`src/rtl/adc_wm_pkg.sv`:
```
package adc_wm_pkg;

    typedef enum logic [1:0] {
        ST_IDLE  = 2'd0,
        ST_ARMED = 2'd1,
        ST_DONE  = 2'd2
    } wm_state_e;

    typedef struct packed {
        logic hit;
        logic low_side;
        logic high_side;
    } wm_verdict_t;

endpackage

```
`src/rtl/adc_wm_scale.sv`:
```
module adc_wm_scale #(
    parameter int DATA_W   = 16,
    parameter int NARROW_W = 12
) (
    input  logic              wide_mode,
    input  logic [DATA_W-1:0] low_thr,
    input  logic [DATA_W-1:0] high_thr,
    input  logic [DATA_W-1:0] smp_data,
    output logic [DATA_W-1:0] lo_s,
    output logic [DATA_W-1:0] hi_s,
    output logic [DATA_W-1:0] smp_s
);
    localparam int SHIFT = DATA_W - NARROW_W;

    generate
        if (SHIFT > 0) begin : g_narrow
            logic [DATA_W-1:0] lo_n, hi_n, smp_n;
            assign lo_n  = {{SHIFT{1'b0}}, low_thr[DATA_W-1:SHIFT]};
            assign hi_n  = {{SHIFT{1'b0}}, high_thr[DATA_W-1:SHIFT]};
            assign smp_n = {{SHIFT{1'b0}}, smp_data[NARROW_W-1:0]};
            assign lo_s  = wide_mode ? low_thr  : lo_n;
            assign hi_s  = wide_mode ? high_thr : hi_n;
            assign smp_s = wide_mode ? smp_data : smp_n;
        end else begin : g_same
            logic unused_mode;
            assign unused_mode = wide_mode;
            assign lo_s  = low_thr;
            assign hi_s  = high_thr;
            assign smp_s = smp_data;
        end
    endgenerate

endmodule

```
`src/rtl/adc_wm_compare.sv`:
```
module adc_wm_compare
    import adc_wm_pkg::*;
#(
    parameter int W = 16
) (
    input  logic         low_en,
    input  logic         high_en,
    input  logic [W-1:0] lo,
    input  logic [W-1:0] hi,
    input  logic [W-1:0] smp,
    output wm_verdict_t  verdict
);
    localparam int XW = W + 1;

    // The two raw compare primitives
    function automatic logic prim_ge(input logic [XW-1:0] a, input logic [XW-1:0] b);
        return a >= b;
    endfunction

    function automatic logic prim_lt(input logic [XW-1:0] a, input logic [XW-1:0] b);
        return a < b;
    endfunction

    logic [XW-1:0] s_x, lo_x, hi_x, lo_p1, hi_p1;
    logic          inverted;
    logic          in_range;

    assign s_x   = {1'b0, smp};
    assign lo_x  = {1'b0, lo};
    assign hi_x  = {1'b0, hi};
    assign lo_p1 = lo_x + XW'(1);   // moves "less than" onto an inclusive bound
    assign hi_p1 = hi_x + XW'(1);   // moves "at or above" onto a strict bound
    assign inverted = prim_lt(hi_x, lo_x);
    assign in_range = prim_ge(s_x, hi_x) & prim_lt(s_x, lo_p1);

    always_comb begin
        verdict = '0;
        unique case ({low_en, high_en})
            2'b10: begin
                verdict.low_side = prim_lt(s_x, lo_p1);
            end
            2'b01: begin
                verdict.high_side = prim_ge(s_x, hi_x);
            end
            2'b11: begin
                if (inverted) begin
                    verdict.low_side  = in_range;
                    verdict.high_side = in_range;
                end else begin
                    verdict.low_side  = prim_lt(s_x, lo_x);
                    verdict.high_side = prim_ge(s_x, hi_p1);
                end
            end
            default: begin
                verdict.low_side  = 1'b0;
                verdict.high_side = 1'b0;
            end
        endcase
        verdict.hit = verdict.low_side | verdict.high_side;
    end

endmodule

```
`src/rtl/adc_wm_fsm.sv`:
```
module adc_wm_fsm
    import adc_wm_pkg::*;
(
    input  logic      clk,
    input  logic      rst_n,
    input  logic      start,
    input  logic      smp_valid,
    input  logic      hit,
    output wm_state_e state,
    output logic      conv_req,
    output logic      capture
);
    wm_state_e state_q, state_d;

    always_ff @(posedge clk) begin
        if (!rst_n) state_q <= ST_IDLE;
        else        state_q <= state_d;
    end

    always_comb begin
        state_d = state_q;
        unique case (state_q)
            ST_IDLE:  if (start)             state_d = ST_ARMED;
            ST_ARMED: if (smp_valid && hit)  state_d = ST_DONE;
            ST_DONE:  if (start)             state_d = ST_ARMED;
            default:                         state_d = ST_IDLE;
        endcase
    end

    always_comb begin
        conv_req = 1'b0;
        capture  = 1'b0;
        unique case (state_q)
            ST_ARMED: begin
                conv_req = 1'b1;
                capture  = smp_valid & hit;
            end
            default: begin
                conv_req = 1'b0;
                capture  = 1'b0;
            end
        endcase
    end

    assign state = state_q;

    // non-matching or absent results keep the request alive
    a_r7_req_holds: assert property (@(posedge clk) disable iff (!rst_n)
        (state_q == ST_ARMED && !(smp_valid && hit)) |=> conv_req);

    // start is the only way into ARMED
    a_r7_arm_by_start: assert property (@(posedge clk) disable iff (!rst_n)
        (state_q != ST_ARMED && !start) |=> !conv_req);

endmodule

```
`src/rtl/adc_window_monitor.sv`:
```
module adc_window_monitor
    import adc_wm_pkg::*;
#(
    parameter int DATA_W   = 16,
    parameter int NARROW_W = 12
) (
    input  logic              clk,
    input  logic              rst_n,
    input  logic              start,
    input  logic              irq_clear,
    input  logic              low_en,
    input  logic              high_en,
    input  logic              wide_mode,
    input  logic [DATA_W-1:0] low_thr,
    input  logic [DATA_W-1:0] high_thr,
    input  logic              smp_valid,
    input  logic [DATA_W-1:0] smp_data,
    output logic              conv_req,
    output logic              irq,
    output logic [DATA_W-1:0] result_data,
    output logic              result_low,
    output logic              result_high
);
    logic [DATA_W-1:0] lo_s, hi_s, smp_s;
    wm_verdict_t       verdict;
    wm_state_e         state;
    logic              capture;

    adc_wm_scale #(.DATA_W(DATA_W), .NARROW_W(NARROW_W)) u_scale (
        .wide_mode (wide_mode),
        .low_thr   (low_thr),
        .high_thr  (high_thr),
        .smp_data  (smp_data),
        .lo_s      (lo_s),
        .hi_s      (hi_s),
        .smp_s     (smp_s)
    );

    adc_wm_compare #(.W(DATA_W)) u_cmp (
        .low_en  (low_en),
        .high_en (high_en),
        .lo      (lo_s),
        .hi      (hi_s),
        .smp     (smp_s),
        .verdict (verdict)
    );

    adc_wm_fsm u_fsm (
        .clk       (clk),
        .rst_n     (rst_n),
        .start     (start),
        .smp_valid (smp_valid),
        .hit       (verdict.hit),
        .state     (state),
        .conv_req  (conv_req),
        .capture   (capture)
    );

    always_ff @(posedge clk) begin
        if (!rst_n) begin
            irq         <= 1'b0;
            result_data <= '0;
            result_low  <= 1'b0;
            result_high <= 1'b0;
        end else begin
            if (capture) begin
                result_data <= smp_s;
                result_low  <= verdict.low_side;
                result_high <= verdict.high_side;
            end
            if (capture)        irq <= 1'b1;   // set wins over clear
            else if (irq_clear) irq <= 1'b0;
        end
    end

    // low-only, inclusive bound ends monitoring
    a_r2_low_only_hit: assert property (@(posedge clk) disable iff (!rst_n)
        (conv_req && smp_valid && low_en && !high_en && smp_s <= lo_s)
        |=> (irq && !conv_req && result_low));

    // high-only, inclusive bound ends monitoring
    a_r3_high_only_hit: assert property (@(posedge clk) disable iff (!rst_n)
        (conv_req && smp_valid && high_en && !low_en && smp_s >= hi_s)
        |=> (irq && !conv_req && result_high));

    // the captured value is the compared sample
    a_r8_capture_value: assert property (@(posedge clk) disable iff (!rst_n)
        (state == ST_ARMED && capture) |=> (irq && result_data == $past(smp_s)));

    // interrupt is sticky until cleared
    a_r9_irq_sticky: assert property (@(posedge clk) disable iff (!rst_n)
        (irq && !irq_clear) |=> irq);

    // results are frozen while not armed
    a_r11_idle_ignores: assert property (@(posedge clk) disable iff (!rst_n)
        (!conv_req) |=> ($stable(result_data) && $stable(result_low) && $stable(result_high)));

    // without any enable, monitoring never finishes
    a_r6_no_enable: assert property (@(posedge clk) disable iff (!rst_n)
        (conv_req && !low_en && !high_en) |=> conv_req);

endmodule

```
`config.mk`:
```
export PLATFORM = sky130hd
export DESIGN_NAME = adc_window_monitor
export DESIGN_NICKNAME = d
export VERILOG_FILES = /design/src/rtl/adc_wm_pkg.sv /design/src/rtl/adc_wm_scale.sv /design/src/rtl/adc_wm_compare.sv /design/src/rtl/adc_wm_fsm.sv /design/src/rtl/adc_window_monitor.sv
export SDC_FILE = /design/constraint.sdc
export NUM_CORES = 1
export LEC_CHECK = 0
export ABC_AREA = 1
export BUFFER_PORTS_ARGS = -buffer_cell sky130_fd_sc_hd__buf_2
export CAP_MARGIN = 5
export CORE_ASPECT_RATIO = 1.1
export CORE_MARGIN = 1.5
export CORE_UTILIZATION = 60
export DETAILED_ROUTE_END_ITERATION = 8
export GPL_ROUTABILITY_DRIVEN = 0
export PLACE_DENSITY = 0.95
export SLEW_MARGIN = 20
export SYNTH_ARGS = -nofsm -noshare
export SYNTH_HDL_FRONTEND = slang
export SYNTH_SLANG_ARGS = --single-unit
```
`constraint.sdc`:
```
create_clock -name clk -period 7.9 [get_ports clk]
set_input_delay 0.79 -clock clk [delete_from_list [all_inputs] [get_ports clk]]
set_output_delay 0.79 -clock clk [all_outputs]
set_load 0.05 [all_outputs]
```
==> impl_metrics.toml <==
[outcome]
status = "complete, no violations"

[grt]
grt_pass1_wl_um = 16600
grtUsageTotal = 0.291
grt_pass1_vias = 4004
grt_max_degree = 52
antenna_found_initial = 0
grt_overflow_total = 0

[detailed_routing]
vias_per_cell = 5.54
vias = 4217
routedWlPerCell_um = 13.0
dr.pass1.iters = 7
drc_errors = 0
drtIter0Drc = 209
totalWireLength_um = 9930
final_antenna_net_count = 0

[place]
io_buffers = 75
dp.final_hpwl_um = 8360

[setup_path]
cp_top_family = "simple AND/OR/NAND/NOR gates"
cpPeakStageDelay_ps = 650
worstReg2RegEnd = "result_data[10]"
crit_type = "input port to flop"
worstRegToRegCells = 6
cp-end-kind = "flop"
start_kind = "input port"
crit_start = "wide_mode"
path_buf_inv = 5
r2r_setup_slack_ps = 6010
crit_top_cell = "nand2_1"
slowest_stage = "buf_2"
worstReg2RegStart = "u_fsm.state[0]"
critPathRequiredTime_ps = 8100
crit_arrival_ps = 5410
crit_fanout = 51

[cts]
cts_tree = "done"
cts_setup_buffers = 0
ctsLongestPathBuffers = 2
cts_resized = 0
clkTransAtPathRegs_ps = 70
numCtsBuffers = 3
root_buffer = "clkbuf_8"
ctsHoldBuffers = 0
cts.sinks = 21
clk_latency_ps = 260
h-tree-depth = 1

[yosys]
ys.flop_type = "dfxtp_1"
synth_top_area_frac = 0.254
synthMuxAreaShare = 0.00257
synth_area_leader_cell = "ha_1"
synth_fa_ha_area_frac = 0.254
synth_compound_area_frac = 0.119
synth_async_sr_flop_share = 0
synth_top_family_by_area = "simple AND/OR/NAND/NOR gates"
synth_area_mm2 = 0.00389
yosys-top-cells-count = "nand2_1, inv_1, ha_1"
avgSynthCellArea_um2 = 6.32
synth-xor-area-share = 0.0585
synth_edf_count = 0
synthSimpleGateAreaFrac = 0.318
ys.warnings.count = 0
yosysSeqAreaShare = 0.108
synth_cell_types = 37
yosysMostFrequentCell = "nand2_1"
syn-num-nets = 751
synth_seq_cells = 21
synth_area_leaders = "ha_1, nand2_1, inv_1"
postSynthCellCount = 616

[worst_hold_path]
hp-class = "flop to flop"
hp-start = "result_low"
hold_path_end = "result_low"
whs_path_depth = 2

[finish]
syn_to_final_growth_pct = 10.9
nFillCells = 537
nNetsFinal = 817
antennaDiodeCount = 0
layout-drive-gt1-share = 0.167

[timing]
rsz0062_at_grt = "false"
timing.fmax_mhz = 192
fin_skew_ps = 3.65
fin_setup_tns_ps = 0
fin_crit_ps = 5210
tightestPinTransition_ps = 863
finalHoldViolCount = 0
relSlewSlack = 0.424
finalCritPeriodShare = 0.660
setup_violations = 0
whs_ps = 455
drv_slew = 0

[power_and_ir_drop]
ir_worst_vdd_mv = 0.111
p_sw_mw = 0.208
leakagePower_nw = 2.51
sequentialPowerShare = 0.258
pwr-share-comb = 0.589
total_power_mw = 0.446
switching_share = 0.466
p_int_mw = 0.238
clkPwrFrac = 0.154
powerDensity_mw_per_mm2 = 103

[die]
top_level_ports = 76
die_h_um = 87.5
die_w_um = 79.8
num_rows = 30
initial_core_util = 0.625
die_area_mm2 = 0.00698
core-area_mm2 = 0.00623

[flow_run]
max_cap_violations = 0
logic make-up (layout without fill, tap and decap cells):
logic type,after synthesis,in the layout
adder cells (fa/ha/maj),79,79
XOR/XNOR,26,26
multiplexers,1,1
AND/OR/NAND/NOR,274,274
AO/OA/AOI/OAI,83,83
buffers and inverters,132,197
flip-flops,21,21
cells in the final DEF (no fill, tap or decap), types with 19 or more instances in the layout:
cell,count
ha_1,79
xor2_1,24
a21oi_1,39
nand3_1,19
nand2_1,153
dfxtp_1,21
o21ai_0,20
nand4_1,23
inv_1,113
buf_2,75
nor2_1,41
per-stage QoR:
| step | cell area [um2] | worst slack [ps] | std cells | util |
|---|---|---|---|---|
| after floorplan | 3890 | 3920 | 616 | - |
| after global placement | 4270 | 2750 | 757 | 0.685 |
| after detailed placement | 4270 | 2540 | 757 | 0.685 |
| after CTS | 4310 | 2770 | 761 | 0.692 |
| after global routing | 4320 | 2290 | 761 | 0.693 |
| final | 4320 | 2690 | 761 | 0.693 |
layer usage:
metal | track usage | up-vias | part of all wire
li1 | - | 2122 | -
met3 | 0.0168 | 38 | 0.060
met4 | 0.130 | 0 | 0.035
met2 | 0.553 | 179 | 0.49
met1 | 0.330 | 1878 | 0.41
met5 | 0 | - | 0
flip-flops by register name, indices dropped and copies added (netlist names):
name	cells
result_high	1
result_low	1
result_data	16
irq	1
u_fsm.state	2
area by class of cell:
cell class	count	area (um2)	area share
Tap cell	80	100	0.0232
Multi-Input combinational cell	463	2930	0.679
Clock buffer	3	41.3	0.00957
Inverter	118	443	0.103
Clock inverter	1	5.00	0.00116
Timing Repair Buffer	75	375	0.0870
Sequential cell	21	420	0.0974
worst reg2reg max path, stage by stage (launching register included):
cell	delay (ps)
dfxtp_1	340
inv_1	60
nor2_2	590
nand3_2	470
nand2_1	180
inv_1	70
nor2_1	120
how the worst max path moves through the flow:
stage	cells past startpoint	to
3_3_place_gp	29	result_data[7]
4_1_cts	28	result_data[10]
5_1_grt	29	result_data[10]
6_report	29	result_data[10]
2_1_floorplan	28	result_data[7]
3_5_place_dp	29	result_data[12]
power groups by stage:
| stage | clock network [mW] | registers (mW) | logic, mW |
|---|---|---|---|
| 6_report | 0.0685 | 0.115 | 0.262 |
| 5_1_grt | 0.0752 | 0.116 | 0.299 |
| 4_1_cts | 0.0695 | 0.115 | 0.259 |
| 3_5_place_dp | 0 | 0.117 | 0.258 |
| 3_3_place_gp | 0 | 0.117 | 0.242 |
| 2_1_floorplan | 0 | 0.136 | 0.174 |
No activity file was read; power rests on OpenSTA's default activity.
